**src/rtl/cdtimer_pkg.sv**
```systemverilog
`timescale 1ns/1ps
package cdtimer_pkg;
  localparam logic [3:0] SEL_SLOW  = 4'hB;
  localparam logic [3:0] SEL_EVERY = 4'hF;

  localparam int B_RELOAD = 6;
  localparam int B_UPDATE = 7;
  localparam int B_IEN    = 14;
  localparam int B_FLAG   = 15;
  localparam int B_FREEZE = 0;

  localparam logic [31:0] CTRL_MASK = 32'h0000_C0CF;
  localparam logic [31:0] GLOB_MASK = 32'h0000_0001;
  localparam logic [7:0]  MAJOR_REV = 8'd2;

  localparam int CTRL0  = 32'h20;
  localparam int CNT0   = 32'h30;
  localparam int FIX0   = 32'h40;
  localparam int STRIDE = 32'h40;

  typedef enum logic [1:0] {
    ACC_BASE = 2'd0,
    ACC_SET  = 2'd1,
    ACC_CLR  = 2'd2,
    ACC_NONE = 2'd3
  } acc_e;

  function automatic logic [31:0] apply_acc(acc_e a, logic [31:0] cur,
                                            logic [31:0] wd, logic [31:0] mask);
    case (a)
      ACC_BASE: return wd & mask;
      ACC_SET:  return (cur | wd) & mask;
      ACC_CLR:  return cur & ~wd & mask;
      default:  return cur;
    endcase
  endfunction
endpackage

```
**src/rtl/cdtimer_dec.sv**
```systemverilog
`timescale 1ns/1ps
module cdtimer_dec
  import cdtimer_pkg::*;
#(
  parameter int NCH = 2,
  parameter int AW  = 12
) (
  input  logic [AW-1:0]  addr,
  output acc_e           acc,
  output logic           glob_hit,
  output logic           ver_hit,
  output logic [NCH-1:0] ctrl_hit,
  output logic [NCH-1:0] cnt_hit,
  output logic [NCH-1:0] fix_hit
);
  localparam int VER_OFS = CTRL0 + NCH * STRIDE;

  logic [AW-1:0] slot;
  logic          word_ok;
  logic          alias_ok;

  assign slot     = {addr[AW-1:4], 4'h0};
  assign word_ok  = (addr[1:0] == 2'b00);
  assign acc      = acc_e'(addr[3:2]);
  assign alias_ok = (addr[3:2] != 2'd3);
  assign glob_hit = word_ok && alias_ok && (slot == '0);
  assign ver_hit  = (addr == AW'(VER_OFS));

  for (genvar n = 0; n < NCH; n++) begin : g_ch
    assign ctrl_hit[n] = word_ok && alias_ok && (slot == AW'(CTRL0 + n * STRIDE));
    assign cnt_hit[n]  = (addr == AW'(CNT0 + n * STRIDE));
    assign fix_hit[n]  = (addr == AW'(FIX0 + n * STRIDE));
  end
endmodule

```
**src/rtl/cdtimer_chan.sv**
```systemverilog
`timescale 1ns/1ps
module cdtimer_chan
  import cdtimer_pkg::*;
#(
  parameter int CW = 32
) (
  input  logic          clk,
  input  logic          rst,
  input  logic          slow_tick,
  input  logic          freeze,
  input  logic          ctrl_wr,
  input  acc_e          acc,
  input  logic          fix_wr,
  input  logic [31:0]   wdata,
  output logic [31:0]   ctrl_q,
  output logic [CW-1:0] cnt_q,
  output logic [CW-1:0] fix_q,
  output logic          irq_req
);
  logic        tick;
  logic        armed_q;
  logic        hit_zero;
  logic [31:0] ctrl_nx;

  always_comb begin
    case (ctrl_q[3:0])
      SEL_EVERY: tick = 1'b1;
      SEL_SLOW:  tick = slow_tick;
      default:   tick = 1'b0;
    endcase
    if (freeze) tick = 1'b0;
  end

  assign hit_zero = tick && (cnt_q == '0) && (ctrl_q[B_RELOAD] || armed_q);

  always_comb begin
    ctrl_nx = ctrl_wr ? apply_acc(acc, ctrl_q, wdata, CTRL_MASK) : ctrl_q;
    if (hit_zero) ctrl_nx[B_FLAG] = 1'b1;
  end

  always_ff @(posedge clk) begin
    if (rst) begin
      ctrl_q  <= '0;
      cnt_q   <= '0;
      fix_q   <= '0;
      armed_q <= 1'b0;
    end else begin
      ctrl_q <= ctrl_nx;
      if (fix_wr) fix_q <= wdata[CW-1:0];
      if (fix_wr && ctrl_q[B_UPDATE]) begin
        cnt_q   <= wdata[CW-1:0];
        armed_q <= 1'b1;
      end else if (hit_zero) begin
        cnt_q   <= ctrl_q[B_RELOAD] ? fix_q : '0;
        armed_q <= 1'b0;
      end else if (tick && (cnt_q != '0)) begin
        cnt_q <= cnt_q - 1'b1;
      end
    end
  end

  assign irq_req = ctrl_q[B_FLAG] & ctrl_q[B_IEN];
endmodule

```
**src/rtl/cdtimer.sv**
```systemverilog
`timescale 1ns/1ps
module cdtimer
  import cdtimer_pkg::*;
#(
  parameter int NCH = 2,
  parameter int CW  = 32,
  parameter int AW  = 12
) (
  input  logic          clk,
  input  logic          rst,
  input  logic          slow_tick,
  input  logic [AW-1:0] bus_addr,
  input  logic          bus_wr,
  input  logic [31:0]   bus_wdata,
  output logic [31:0]   bus_rdata,
  output logic          irq
);
  acc_e                     acc;
  logic                     glob_hit;
  logic                     ver_hit;
  logic [NCH-1:0]           ctrl_hit;
  logic [NCH-1:0]           cnt_hit;
  logic [NCH-1:0]           fix_hit;
  logic [31:0]              glob_q;
  logic [NCH-1:0][31:0]     ctrl_a;
  logic [NCH-1:0][CW-1:0]   cnt_a;
  logic [NCH-1:0][CW-1:0]   fix_a;
  logic [NCH-1:0]           req_v;
  logic [31:0]              rd_mux;

  cdtimer_dec #(.NCH(NCH), .AW(AW)) dec_i (
    .addr(bus_addr), .acc(acc), .glob_hit(glob_hit), .ver_hit(ver_hit),
    .ctrl_hit(ctrl_hit), .cnt_hit(cnt_hit), .fix_hit(fix_hit)
  );

  for (genvar n = 0; n < NCH; n++) begin : g_chan
    cdtimer_chan #(.CW(CW)) chan_i (
      .clk(clk), .rst(rst), .slow_tick(slow_tick), .freeze(glob_q[B_FREEZE]),
      .ctrl_wr(bus_wr && ctrl_hit[n]), .acc(acc),
      .fix_wr(bus_wr && fix_hit[n]), .wdata(bus_wdata),
      .ctrl_q(ctrl_a[n]), .cnt_q(cnt_a[n]), .fix_q(fix_a[n]), .irq_req(req_v[n])
    );
  end

  always_ff @(posedge clk) begin
    if (rst) glob_q <= '0;
    else if (bus_wr && glob_hit) glob_q <= apply_acc(acc, glob_q, bus_wdata, GLOB_MASK);
  end

  always_comb begin
    rd_mux = '0;
    if (glob_hit) rd_mux = glob_q;
    if (ver_hit)  rd_mux = {MAJOR_REV, 24'h0};
    for (int n = 0; n < NCH; n++) begin
      if (ctrl_hit[n]) rd_mux = ctrl_a[n];
      if (cnt_hit[n])  rd_mux = 32'(cnt_a[n]);
      if (fix_hit[n])  rd_mux = 32'(fix_a[n]);
    end
  end

  always_ff @(posedge clk) begin
    if (rst) begin
      bus_rdata <= '0;
      irq       <= 1'b0;
    end else begin
      bus_rdata <= rd_mux;
      irq       <= |req_v;
    end
  end
endmodule

```
**config.mk**
```make
export PLATFORM = sky130hd
export DESIGN_NAME = cdtimer
export DESIGN_NICKNAME = d
export VERILOG_FILES = /design/src/rtl/cdtimer_pkg.sv /design/src/rtl/cdtimer_dec.sv /design/src/rtl/cdtimer_chan.sv /design/src/rtl/cdtimer.sv
export SDC_FILE = /design/constraint.sdc
export NUM_CORES = 1
export LEC_CHECK = 0
export ABC_AREA = 1
export ABC_CLOCK_PERIOD_IN_PS = 2730
export BUFFER_PORTS_ARGS = -buffer_cell sky130_fd_sc_hd__buf_2
export CORE_MARGIN = 3
export CORE_UTILIZATION = 25
export CTS_BUF_LIST = sky130_fd_sc_hd__clkbuf_4
export DETAILED_ROUTE_END_ITERATION = 10
export PLACE_DENSITY = 0.44
export SETUP_SLACK_MARGIN = 0.05
export SYNTH_ARGS = -nofsm -noshare
export SYNTH_HDL_FRONTEND = slang
export SYNTH_SLANG_ARGS = --single-unit
```
**constraint.sdc**
```tcl
create_clock -name clk -period 2.73 [get_ports clk]
set_input_delay 0.546 -clock clk [delete_from_list [all_inputs] [get_ports clk]]
set_output_delay 0.546 -clock clk [all_outputs]
set_load 0.02 [all_outputs]
```
## Yosys cells after proc, flatten, opt, wreduce, memory -nomap -nowiden

Cells that the tools add are included.

- Add/sub/neg operators: 2
- Equal/unequal tests: 14
- Multiplexer cells: 31
- Bitwise logic cells: 9
- Reduce and logical (&&, ||, !) cells: 41

Operator list:

| kind | count |
|---|---|
| 32-bit two-way mux | 16 |
| 32-bit case mux with 3 select lines | 3 |
| 32-bit zero test | 2 |
| 32-bit nonzero test | 2 |
| 32-bit by 1-bit subtractor with 32-bit output, second input constant | 2 |
| 16-bit bitwise AND | 2 |
| 16-bit two-way mux | 2 |
| 16-bit OR | 2 |
| 12-bit by 7-bit == test with 1-bit output, second input constant | 2 |
| 12-bit by 8-bit == test with 1-bit output, second input constant | 2 |
| 1-bit logical AND | 17 |
| 4-bit == test, second input constant | 4 |
| 16-bit inverter | 1 |
| 12-bit by 6-bit == test with 1-bit output, second input constant | 1 |
| 12-bit zero test | 1 |
| 2-bit AND reduction | 5 |
| 3-bit nonzero test | 3 |
| 8-bit by 2-bit == test with 1-bit output, second input constant | 1 |
| 8-bit by 3-bit == test with 1-bit output, second input constant | 1 |
| 1-bit two-way mux | 8 |
| 2-bit nonzero test | 4 |
| 4-bit nonzero test | 2 |
| 2-bit zero test | 2 |
| 1-bit case mux with 2 select lines | 2 |
| 7 further kinds | 10 |

- Register bits: 259
- Input port bits: 48
- Output and inout port bits: 33
- Word-level logic and storage cells: 110

## Longest topological paths before layout

- Depth after elaboration: 11
- Depth in mapped cells: 14
- Mapped depth without buffers: 13

## Modules after synthesis

A second synthesis with hierarchy kept.

- Cell total of the unflattened synthesis: 2020
- Area total of the unflattened synthesis: 12280.5 um^2

By module, submodules not included:

| module | instances | cells an instance | area an instance (um^2) |
|---|---|---|---|
| cdtimer_chan | 2 | 758 | 4699.5 |
| cdtimer | 1 | 460 | 2701.3 |
| cdtimer_dec | 1 | 44 | 180.2 |

## Least setup slack after synthesis

Ideal clock, no wire load.

- Path kind: input port to flip-flop
- Start point: in bus_addr[2]
- End point: reg g_chan[1].chan_i.cnt_q[6]
- Library setup time: 0.110 ns
- Data arrival time: 1.926 ns
- Data required time: 2.620 ns
- Path slack: 0.693 ns
- Stages: 11
- Buffers on the path: 2
- Path through: inv_1 -> ha_1 -> nand2_1 -> nor3_1 -> nand4_1 -> nand3_4 -> buf_6 -> buf_8 -> nand3_1 -> nand3_1 -> inv_1

- Cells in the longest elaborated chain, start to end: 4

RTL lines:

| element | RTL line | source |
|---|---|---|
| start, declared | cdtimer.sv:12 | `input logic [AW-1:0] bus_addr,` |
| 12-bit by 8-bit == test with 1-bit output * | cdtimer_dec.sv:32 | `assign fix_hit[n] = (addr == AW'(FIX0 + n * STRIDE));` |
| 1-bit logical AND * | cdtimer.sv:40 | `.fix_wr(bus_wr && fix_hit[n]), .wdata(bus_wdata),` |
| 1-bit logical AND * | cdtimer_chan.sv:50 | `if (fix_wr && ctrl_q[B_UPDATE]) begin` |
| 3-bit nonzero test (no source line) / 32-bit two-way mux (equally long branches) | n/a |  |
| end signal, assigned | cdtimer_chan.sv:51 | `cnt_q <= wdata[CW-1:0];` |
| end signal, assigned | cdtimer_chan.sv:54 | `cnt_q <= ctrl_q[B_RELOAD] ? fix_q : '0;` |
| end signal, assigned | cdtimer_chan.sv:57 | `cnt_q <= cnt_q - 1'b1;` |
| end, declared | cdtimer_chan.sv:16 | `output logic [CW-1:0] cnt_q,` |

Every way passes the cells marked *; elsewhere a longest branch is shown, timed or not.
A chain may end at the register's enable or synchronous reset.

## Worst setup path after layout

- Start point: reg g_chan[0].chan_i.cnt_q[0]
- End point: reg g_chan[0].chan_i.cnt_q[15]

- Cells in the longest elaborated chain, start to end: 5

RTL lines:

| element | RTL line |
|---|---|
| start, declared | cdtimer_chan.sv:16 |
| start signal, assigned | cdtimer_chan.sv:51 |
| start signal, assigned | cdtimer_chan.sv:54 |
| start signal, assigned | cdtimer_chan.sv:57 |
| parallel branches: the longest is 5 deep, another holds 32-bit by 1-bit subtractor with 32-bit output | n/a |

Several ways; the timed one is not identified. The select of a mux whose other input is x is not followed.

==> reports/metrics.csv <==
metric,value,unit
status,"complete, no violations",
HP Class,input port to register,
# port buffers,80,
Syn-to-layout area delta,14.7,%
Synth area leader,dfxtp_1,
drt pass-1 iters,5,
Detailed Place HPWL,35300,um
Area contributors post-synth,"dfxtp_1 (33%), nand2_1 (11%), o21ai_0 (10%), nor2_1 (9.4%), inv_1 (6.0%)",
"Hold Violations, Final",0,
GRT overflow,0,
MaxCap Viol Count,0,
Power Total,4.46,mW
Skew-Pair Late Insertion Delay,0.68,ns
sequential area share after synthesis,32.9,%
filler cell count,4901,
post-placement cell area,12300,sq um
Routed Antenna Nets,0,
Tot GR Track Use,19.7,%
Final Cell Area,12600,sq um
Synth Area per Inst,6.34,sq um
Reg area,3600,sq um
core area,43200,sq um
Resized cells post-CTS,0,
hold buffer count at CTS,0,
drt via density,4.96,
syn nets,1785,
CP Capture Type,register,
die height,215,um
PwrDens,354,nW/um^2
largest net degree at the start of global routing,65,
final worst-path cycle share,83.9,%
number of synthesized register bits,180,
VDD IR-drop max,0.224,mV
layout net count,1858,
CTS buffer count,17,
final setup fails,0,
full die area,46400,sq um
Final GP Congestion,0.937,
CP required,3.35,ns
fin crit period,2.29,ns
Clock Skew,0.0268,ns
"Worst Setup Slack, final",0.439,ns
initial antenna violation count,1,
most frequent cells in the layout,"nand2_1 (312), nor2_1 (275), o21ai_0 (225), dfxtp_1 (180), inv_1 (175)",
row cnt,76,
CTS tree,done,
"worst slack, placed",0.0265,ns
CTS H-tree depth,4,
crit path kind,register to register,
top-level I/O count,81,
clock slew at reported path FFs,0.16,ns
"Setup Fix Bufs, Post-CTS",0,
final WL,46300,um
Clock Tree Root,clkbuf_4,
synth warn,0,
crit start category,register,
share of layout cells above drive strength 1,11.7,%
RSZ-0062 raised after global routing,no,
Synth Cell Area,11000,sq um
"Slew Viols, Final",0,
area of the multi-input gates,6270,sq um
Die W,215,um
DRC viols,0,
initial core utilization,25.4,%
"commonest non-fill, non-tap cell in the layout",nand2_1,
first-pass GRT wire length,70300,um
fmax,0.436,GHz
Synth Instances,1730,
Routed wire per std cell,19.3,um
vias in the first global route,11400,
vias,11900,
arrival time at the worst endpoint,2.91,ns
top cell type's share of synthesized area,32.9,%
DR iter-0 viols,927,
setup TNS,0,ns
Yosys cell types,42,
Clock Tree Buf Depth,2,
Clock Sinks,180,
static leakage,6.02,nW
worst relative slew slack,38.9,%
Slew @ Worst Pin,0.916,ns
largest driver fanout on the critical path,9,
-- cell usage after synthesis, drive strengths merged --
| cell | count |
|---|---|
| o21ai | 229 |
| nor2 | 285 |
| nor4 | 1 |
| nand4 | 63 |
| buf | 33 |
| clkbuf | 64 |
| a211oi | 5 |
| a221oi | 1 |
| nor3 | 7 |
| inv | 176 |
| o221ai | 5 |
| dfxtp | 180 |
| a21oi | 133 |
| nand3 | 96 |
| or2 | 4 |
| ha | 7 |
| clkinv | 3 |
| and3 | 1 |
| a311oi | 1 |
| a31oi | 24 |
| xor2 | 37 |
| nand2 | 320 |
| o211ai | 25 |
| o21bai | 22 |
| xnor2 | 7 |
| o22ai | 1 |
-- path summary, 6_finish.rpt --
check	start	to	slack [ns]	cells past startpoint
max	g_chan[0].chan_i.cnt_q[0]	g_chan[0].chan_i.cnt_q[15]	0.44	11
min	bus_wdata[19]	g_chan[0].chan_i.cnt_q[19]	0.1	3
max reg2reg	g_chan[0].chan_i.cnt_q[0]	g_chan[0].chan_i.cnt_q[15]	0.44	11
min reg2reg	g_chan[0].chan_i.armed_q	g_chan[0].chan_i.armed_q	0.48	2
-- per-stage QoR --
stage          instances  hold slack, ns  util, %
2_1_floorplan       1730           0.441        -
3_3_place_gp        2369           0.451     28.6
6_report            2403          0.0990     29.1
4_1_cts             2401          0.0341     29.1
5_1_grt             2403          0.0829     29.1
3_5_place_dp        2369           0.457     28.6
-- area by class of cell --
class                   instances  share of cell area, %
flip-flops and latches        180                   28.6
diodes                          2                 0.0398
clock inverters                15                  0.955
well taps                     585                   5.82
repair buffers                151                   8.31
inverters                     179                   5.36
clock buffers                  17                   1.01
multi-input cells            1274                   49.9
-- cell families after synthesis --
group / synth area share (%)
compound gates: 22.2
simple gates: 30.6
xor+xnor: 3.51
fa+ha+maj: 0.799
buf+inv: 10.0
flops: 32.9
-- metal layers --
layer	vias to the layer above	part of all wire, %	track usage (%)
li1	5873	-	-
met1	5644	47	27.0
met2	352	46	32.1
met3	61	5.0	3.01
met4	0	2.6	5.97
met5	-	0	0
-- critical path: stages (launching register included) --
cell      delay (ns)
dfxtp_1         0.34
inv_1           0.14
ha_1            0.20
nand2_1         0.15
inv_1           0.12
nand2_1         0.11
nor2_2          0.17
nand4_1         0.20
nand3_2         0.15
clkinv_1        0.31
and3_1          0.27
nor2_1          0.09
-- registers in the layout, indices dropped and copies added (netlist names) --
| signal | flops |
|---|---|
| bus_rdata | 32 |
| g_chan.chan_i.ctrl_q | 16 |
| irq | 1 |
| g_chan.chan_i.fix_q | 64 |
| glob_q | 1 |
| g_chan.chan_i.armed_q | 2 |
| g_chan.chan_i.cnt_q | 64 |
-- power breakdown --
part | switching [mW] | internal, mW | total (mW)
Combinational | 0.200 | 0.0794 | 0.279
Clock | 1.16 | 0.389 | 1.55
Sequential | 0.000294 | 2.63 | 2.63
Total | 1.36 | 3.10 | 4.46
Note: power is estimated with default switching activity, not from simulation.
